## config.mk

```make
export PLATFORM = sky130hd
export DESIGN_NAME = gpio_irq_bank
export DESIGN_NICKNAME = d
export VERILOG_FILES = /design/src/rtl/gpio_bank_pkg.sv /design/src/rtl/gpio_pad_sync.sv /design/src/rtl/gpio_irq_sense.sv /design/src/rtl/gpio_irq_bank.sv
export SDC_FILE = /design/constraint.sdc
export NUM_CORES = 1
export LEC_CHECK = 0
export ABC_CLOCK_PERIOD_IN_PS = 2650
export CAP_MARGIN = 40
export CORE_MARGIN = 1.5
export CORE_UTILIZATION = 43
export DETAILED_ROUTE_END_ITERATION = 7
export DONT_BUFFER_PORTS = 1
export HOLD_SLACK_MARGIN = 0.06
export SYNTH_ARGS = -nofsm -noshare
export SYNTH_HDL_FRONTEND = slang
export SYNTH_SLANG_ARGS = --single-unit
```

## constraint.sdc

```tcl
create_clock -name clk -period 2.65 [get_ports clk]
set_input_delay 0.53 -clock clk [delete_from_list [all_inputs] [get_ports clk]]
set_output_delay 0.53 -clock clk [all_outputs]
set_load 0.05 [all_outputs]
```

## src/rtl/gpio_bank_pkg.sv

```systemverilog
package gpio_bank_pkg;

    localparam int ADDR_W = 8;

    typedef enum logic [ADDR_W-1:0] {
        REG_MODE_SEL = 8'h00,
        REG_DIR      = 8'h04,
        REG_OUT      = 8'h08,
        REG_LEVEL    = 8'h0C,
        REG_STATUS   = 8'h10,
        REG_CLEAR    = 8'h14,
        REG_MASK     = 8'h18,
        REG_UNMASK   = 8'h1C,
        REG_POL      = 8'h20,
        REG_EDGE     = 8'h24,
        REG_BOTH     = 8'h4C,
        REG_INEN     = 8'h50
    } reg_addr_e;

endpackage

```

## src/rtl/gpio_pad_sync.sv

```systemverilog
module gpio_pad_sync #(
    parameter int WIDTH  = 32,
    parameter int STAGES = 2
) (
    input  logic             clk,
    input  logic             rst_n,
    input  logic [WIDTH-1:0] pad_i,
    output logic [WIDTH-1:0] sync_o
);

    typedef logic [WIDTH-1:0] vec_t;

    vec_t chain_d [STAGES];
    vec_t chain_q [STAGES];

    always_comb begin
        chain_d[0] = pad_i;
        for (int i = 1; i < STAGES; i++) begin
            chain_d[i] = chain_q[i-1];
        end
    end

    always_ff @(posedge clk or negedge rst_n) begin
        if (!rst_n) begin
            for (int i = 0; i < STAGES; i++) begin
                chain_q[i] <= '0;
            end
        end else begin
            for (int i = 0; i < STAGES; i++) begin
                chain_q[i] <= chain_d[i];
            end
        end
    end

    assign sync_o = chain_q[STAGES-1];

endmodule

```

## src/rtl/gpio_irq_sense.sv

```systemverilog
module gpio_irq_sense #(
    parameter int WIDTH = 32
) (
    input  logic             clk,
    input  logic             rst_n,
    input  logic [WIDTH-1:0] level_i,
    input  logic [WIDTH-1:0] en_i,
    input  logic [WIDTH-1:0] irq_sel_i,
    input  logic [WIDTH-1:0] edge_mode_i,
    input  logic [WIDTH-1:0] pol_i,
    input  logic [WIDTH-1:0] both_i,
    input  logic [WIDTH-1:0] clr_i,
    output logic [WIDTH-1:0] status_o
);

    typedef logic [WIDTH-1:0] vec_t;

    typedef struct packed {
        vec_t prev;
        vec_t status;
    } sense_t;

    sense_t st_d, st_q;
    vec_t   rise, fall, edge_hit, active, live;

    always_comb begin
        rise     = level_i & ~st_q.prev;
        fall     = ~level_i & st_q.prev;
        edge_hit = (rise & (~pol_i | both_i)) | (fall & (pol_i | both_i));
        active   = level_i ^ pol_i;
        live     = irq_sel_i & en_i;

        st_d.prev   = level_i;
        st_d.status = live & ((edge_mode_i & ((st_q.status & ~clr_i) | edge_hit))
                            | (~edge_mode_i & active));
    end

    always_ff @(posedge clk or negedge rst_n) begin
        if (!rst_n) begin
            st_q <= '0;
        end else begin
            st_q <= st_d;
        end
    end

    assign status_o = st_q.status;

    // a latched edge status survives unless cleared or reconfigured
    assert_edge_hold_R7: assert property (@(posedge clk) disable iff (!rst_n)
        1'b1 |=> (($past(st_q.status & edge_mode_i & irq_sel_i & en_i & ~clr_i)
                   & ~st_q.status) == '0));

    // a clear with no competing edge drops the bit
    assert_clear_drops_R7: assert property (@(posedge clk) disable iff (!rst_n)
        1'b1 |=> ((st_q.status & $past(clr_i & edge_mode_i & ~edge_hit)) == '0));

    // disabled or non-interrupt pins never hold status
    assert_gated_R10: assert property (@(posedge clk) disable iff (!rst_n)
        1'b1 |=> ((st_q.status & ~$past(irq_sel_i & en_i)) == '0));

    // level-sensed status follows the active level one cycle later
    assert_level_track_R6: assert property (@(posedge clk) disable iff (!rst_n)
        1'b1 |=> (((st_q.status ^ $past(level_i ^ pol_i))
                   & $past(~edge_mode_i & irq_sel_i & en_i)) == '0));

endmodule

```

## src/rtl/gpio_irq_bank.sv

```systemverilog
module gpio_irq_bank
    import gpio_bank_pkg::*;
#(
    parameter int LINES       = 32,
    parameter int SYNC_STAGES = 2
) (
    input  logic              clk,
    input  logic              rst_n,
    input  logic              bus_valid_i,
    input  logic              bus_write_i,
    input  logic [ADDR_W-1:0] bus_addr_i,
    input  logic [LINES-1:0]  bus_wdata_i,
    output logic [LINES-1:0]  bus_rdata_o,
    input  logic [LINES-1:0]  pad_in_i,
    output logic [LINES-1:0]  pad_out_o,
    output logic [LINES-1:0]  pad_oe_o,
    output logic              irq_o
);

    localparam int WARM_W = $clog2(SYNC_STAGES + 1);

    typedef logic [LINES-1:0] lvec_t;

    typedef struct packed {
        lvec_t             irq_sel;
        lvec_t             dir_out;
        lvec_t             out_val;
        lvec_t             pol;
        lvec_t             edge_md;
        lvec_t             both;
        lvec_t             in_en;
        lvec_t             mask;
        logic [WARM_W-1:0] warm;
    } bank_t;

    bank_t cfg_d, cfg_q;
    logic  wr_en, rd_en;
    lvec_t clr_vec, sync_w, level_w, status_w;

    assign wr_en   = bus_valid_i & bus_write_i;
    assign rd_en   = bus_valid_i & ~bus_write_i;
    assign clr_vec = (wr_en && bus_addr_i == REG_CLEAR) ? bus_wdata_i : '0;

    gpio_pad_sync #(
        .WIDTH  (LINES),
        .STAGES (SYNC_STAGES)
    ) u_sync (
        .clk    (clk),
        .rst_n  (rst_n),
        .pad_i  (pad_in_i),
        .sync_o (sync_w)
    );

    assign level_w = sync_w & cfg_q.in_en;

    gpio_irq_sense #(
        .WIDTH (LINES)
    ) u_sense (
        .clk         (clk),
        .rst_n       (rst_n),
        .level_i     (level_w),
        .en_i        (cfg_q.in_en),
        .irq_sel_i   (cfg_q.irq_sel),
        .edge_mode_i (cfg_q.edge_md),
        .pol_i       (cfg_q.pol),
        .both_i      (cfg_q.both),
        .clr_i       (clr_vec),
        .status_o    (status_w)
    );

    always_comb begin
        cfg_d = cfg_q;
        if (cfg_q.warm != WARM_W'(SYNC_STAGES)) begin
            cfg_d.warm = cfg_q.warm + 1'b1;
        end
        if (wr_en) begin
            case (bus_addr_i)
                REG_MODE_SEL: cfg_d.irq_sel = bus_wdata_i;
                REG_DIR:      cfg_d.dir_out = bus_wdata_i;
                REG_OUT:      cfg_d.out_val = bus_wdata_i;
                REG_POL:      cfg_d.pol     = bus_wdata_i;
                REG_EDGE:     cfg_d.edge_md = bus_wdata_i;
                REG_BOTH:     cfg_d.both    = bus_wdata_i;
                REG_INEN:     cfg_d.in_en   = bus_wdata_i;
                REG_MASK:     cfg_d.mask    = cfg_q.mask & bus_wdata_i;
                REG_UNMASK:   cfg_d.mask    = cfg_q.mask | bus_wdata_i;
                default:      ;
            endcase
        end
    end

    always_ff @(posedge clk or negedge rst_n) begin
        if (!rst_n) begin
            cfg_q <= '0;
        end else begin
            cfg_q <= cfg_d;
        end
    end

    always_comb begin
        bus_rdata_o = '0;
        if (rd_en) begin
            case (bus_addr_i)
                REG_MODE_SEL: bus_rdata_o = cfg_q.irq_sel;
                REG_DIR:      bus_rdata_o = cfg_q.dir_out;
                REG_OUT:      bus_rdata_o = cfg_q.out_val;
                REG_LEVEL:    bus_rdata_o = level_w;
                REG_STATUS:   bus_rdata_o = status_w;
                REG_MASK:     bus_rdata_o = cfg_q.mask;
                REG_POL:      bus_rdata_o = cfg_q.pol;
                REG_EDGE:     bus_rdata_o = cfg_q.edge_md;
                REG_BOTH:     bus_rdata_o = cfg_q.both;
                REG_INEN:     bus_rdata_o = cfg_q.in_en;
                default:      bus_rdata_o = '0;
            endcase
        end
    end

    assign pad_out_o = cfg_q.out_val;
    assign pad_oe_o  = cfg_q.dir_out & ~cfg_q.irq_sel;
    assign irq_o     = |(status_w & cfg_q.mask);

    // a write to the mask offset never enables a pin
    assert_mask_only_drops_R8: assert property (@(posedge clk) disable iff (!rst_n)
        (wr_en && bus_addr_i == REG_MASK) |=> ((cfg_q.mask & ~$past(cfg_q.mask)) == '0));

    // a write to the unmask offset never disables a pin
    assert_unmask_only_adds_R8: assert property (@(posedge clk) disable iff (!rst_n)
        (wr_en && bus_addr_i == REG_UNMASK) |=> (($past(cfg_q.mask) & ~cfg_q.mask) == '0));

    generate
        if (SYNC_STAGES == 2) begin : g_lat_chk
            // the pin level is the pad value from two edges earlier, qualified
            assert_level_latency_R3: assert property (@(posedge clk) disable iff (!rst_n)
                (cfg_q.warm == WARM_W'(SYNC_STAGES))
                |-> (level_w == ($past(pad_in_i, 2) & cfg_q.in_en)));
        end
    endgenerate

endmodule

```

==> metrics.md <==
| Metric | Value |
|---|---|
| Status | finished with violations |
| Failing checks | hold timing, slew limit, setup timing |
| WL final | 58.5 mm |
| Synth top area cells | dfrtp_1 (54%), mux2_1 (13%), nand2_1 (3.4%) |
| Number of flops mapped to enable cells by yosys | 0 |
| NumNets Final | 1775 |
| Fill count | 3445 |
| Hold WS | -339 ps |
| CP Capture Type | primary output |
| Final design utilization | 0.553 |
| Ys Warns | 0 |
| Global Route Usage Sum | 0.280 |
| RSZ-0062 raised after global routing | true |
| Initial antenna violation count | 0 |
| Global-route wire length before repair | 87.2 mm |
| Site row count | 74 |
| Critical Path Source Type | flip-flop |
| Io pins | 173 |
| Slew Limit Fails | ~120 |
| Share of cells above drive strength 1 | 0.216 |
| Via count | between 10000 and 15000 |
| Dpl cells | 2129 |
| Fin worst setup slack | -312 ps |
| Max Cap Viol | 0 |
| Crit path max fanout | 2 |
| DRC | 0 |
| Top-area cell type share of the netlist area | 0.541 |
| H-Tree Depth | 2 |
| Final period util | 1.12 |
| Core ar. | 40700 sq um |
| Synth Instances | 1517 |
| Area leader, netlist | dfrtp_1 |
| Clock skew | roughly 8.2 ps |
| Ys async rst share | 1.00 |
| TritonRoute pass-1 iters | 6 |
| Netlist Area Pre-Place | 17800 sq um |
| Vias in the first global route | about 14000 |
| Max VDD drop | around 0.00047 V |
| Synth cell types | 53 |
| Largest net degree at the start of global routing | 385 |
| Remaining antenna violation count | 0 |
| Synth Flop Type | dfrtp_1 |
| Arr. time, crit path | 2430 ps |
| Iter 0 DRT Violations | around 1200 |
| Gp weighted congestion | around 0.88 |
| Ant. Diodes | 0 |
| Sequential area share after synthesis | 0.541 |
| Post-DP HPWL | 38.2 mm |
| Die height | 206 microns |
| Worst Reg-to-Reg Cells | 5 |
| Slew margin rel. | -0.139 |
| Area of the die | 42500 sq um |
| Syn nets | 1593 |
| Worst-Skew Late Latency | 570 ps |
| Worst r2r src | cfg_q[53] |
| FMAX | around 0.34 GHz |
| Pwr Density | 564 nW/um^2 |
| Count of final setup violators | 32 |
| DR WL/cell | 25.9 microns |
| Syn Area/Cell | between 10 and 15 sq um |
| CTS tree | yes |
| Buffers on Ports | 0 |
| Clock sinks | around 380 |
| Via/cell ratio | around 6.1 |
| Initial Util | 0.436 |
| Non-filler cells in the finished layout | 2262 |
| Worst hold path class | in2async |
| Final hold viol count | 259 |
| Clk slew on worst S/H paths | about 60 ps |
| Total power | 12.7 mW |
| Grt ovf | 0 |
| Post-route minimum period | 2960 ps |
| Worst-margin pin slew | around 1700 ps |
| CP Class | reg2out |
| Required time worst endpoint | 2120 ps |
| Area grow syn2layout | 26.9% |
| Root Driver | clkbuf_16 |
| Flop2flop setup slack | 1390 ps |
| RR Endpoint | u_sense.status_o[19] |
| CTS Buffer Depth | 3 |
| Leak | 10.5 nW |
| Yosys reg bits | 384 |
| Die span in x | slightly above 200 microns |
| TritonCTS Buffers | 43 |
| Post-CTS Hold Buffers | 32 |
## report_power, final
group / switching, mW / total, mW / internal, mW
logic: 0.214 / 0.429 / 0.215
registers: 0.181 / 6.20 / 6.01
clock network: 2.44 / 6.08 / 3.64
total: 2.84 / 12.7 / 9.87
## cells by family after synthesis
logic type,synth area share
AND/OR/NAND/NOR,0.0918
AO/OA/AOI/OAI,0.145
multiplexers,0.161
flip-flops,0.541
buffers and inverters,0.0454
XOR/XNOR,0.0158
## registers in the layout, summed over array words and instances (netlist names)
register	count
u_sync.sync_o	32
u_sense.st_q	32
pad_out_o	32
u_sync.chain_d	32
u_sense.status_o	32
cfg_q	224
## cell type report
type | count | area, sq um | share of cell area
tap | 532 | 666 | 0.0295
multi-input combinational | 984 | 7970 | 0.354
sequential | 384 | 9620 | 0.427
timing repair buffer | 254 | 2740 | 0.121
inverter | 32 | 120 | 0.00533
clock inverter | 13 | 173 | 0.00766
clock buffer | 63 | 1240 | 0.0552
## metrics by stage
step	setup slack [ps]	hold WS [ps]	TNS [ps]	area (sq um)
2_1_floorplan	-87.1	234	-2610	18300
4_1_cts	-330	-346	-1080	22500
3_3_place_gp	-92.2	257	-1230	20400
6_report	-312	-339	-3050	22500
3_5_place_dp	-147	254	-3110	20400
5_1_grt	-346	-348	-6570	22500
## routing by layer
layer	share of wire	vias up	routed length, microns	GRT usage
li1	-	5942	-	-
met1	0.41	7023	24100	0.369
met2	0.46	587	27100	0.439
met3	0.084	139	4940	0.0673
met4	0.041	0	2390	0.121
met5	0	-	0	0
## synth_stat cells, drive strengths merged (2+ instances only)
cell type	n
a32oi	9
mux2	233
nor4b	4
nor2b	65
nand3	17
buf	83
a31oi	32
nor3	2
a211oi	2
xor2	32
inv	32
mux2i	23
or4	3
a2bb2oi	2
nor4	2
a32o	3
o22a	5
o32ai	2
a22o	15
o22ai	3
and3	8
a222oi	21
a21oi	40
a21o	4
nand3b	2
dfrtp	384
o21ai	45
a221oi	27
clkbuf	34
nand4	2
o311ai	33
and2	5
nand2	163
o211ai	64
a22oi	45
nor2	65
## worst max path at each step
stage,to,startpoint,slack (ps),cells past startpoint
global route,irq_o,u_sense.status_o[10],-350,6
global placement,bus_rdata_o[18],bus_addr_i[7],-90,7
detailed placement,bus_rdata_o[25],bus_addr_i[1],-150,8
floorplan,bus_rdata_o[10],bus_addr_i[5],-90,7
finish,irq_o,u_sense.status_o[10],-310,6
CTS,irq_o,u_sense.status_o[10],-330,6
## placed cells by master (no fill, tap or decap), types with 13 or more instances in the layout
master	n
nand3_1	14
o311ai_0	32
a221oi_1	25
mux2_2	22
buf_4	156
inv_1	32
nand2_1	162
dlygate4sd3_1	32
a22oi_1	45
a31oi_4	32
a22o_1	14
mux2i_1	23
xor2_1	32
nor2b_1	65
a21oi_1	40
dfrtp_1	378
mux2_1	210
clkbuf_16	45
clkbuf_1	13
a222oi_1	21
buf_12	53
nor2_1	61
o21ai_0	45
o211ai_1	64
## critical path: stages, from the launching register on
cell,delay (ps)
dfrtp_1,390
a22o_4,300
a221oi_4,220
buf_6,160
nand3_4,70
or4_4,540
buf_8,180
## repair_timing
action	in CTS	in global routing
setup buffers	17	5
setup endpoints to repair	33	33
endpoints found under the hold margin	416	384
resized for setup	38	6
pin swaps	15	8
gates cloned	2	1
(Power assumes the default switching activity.)
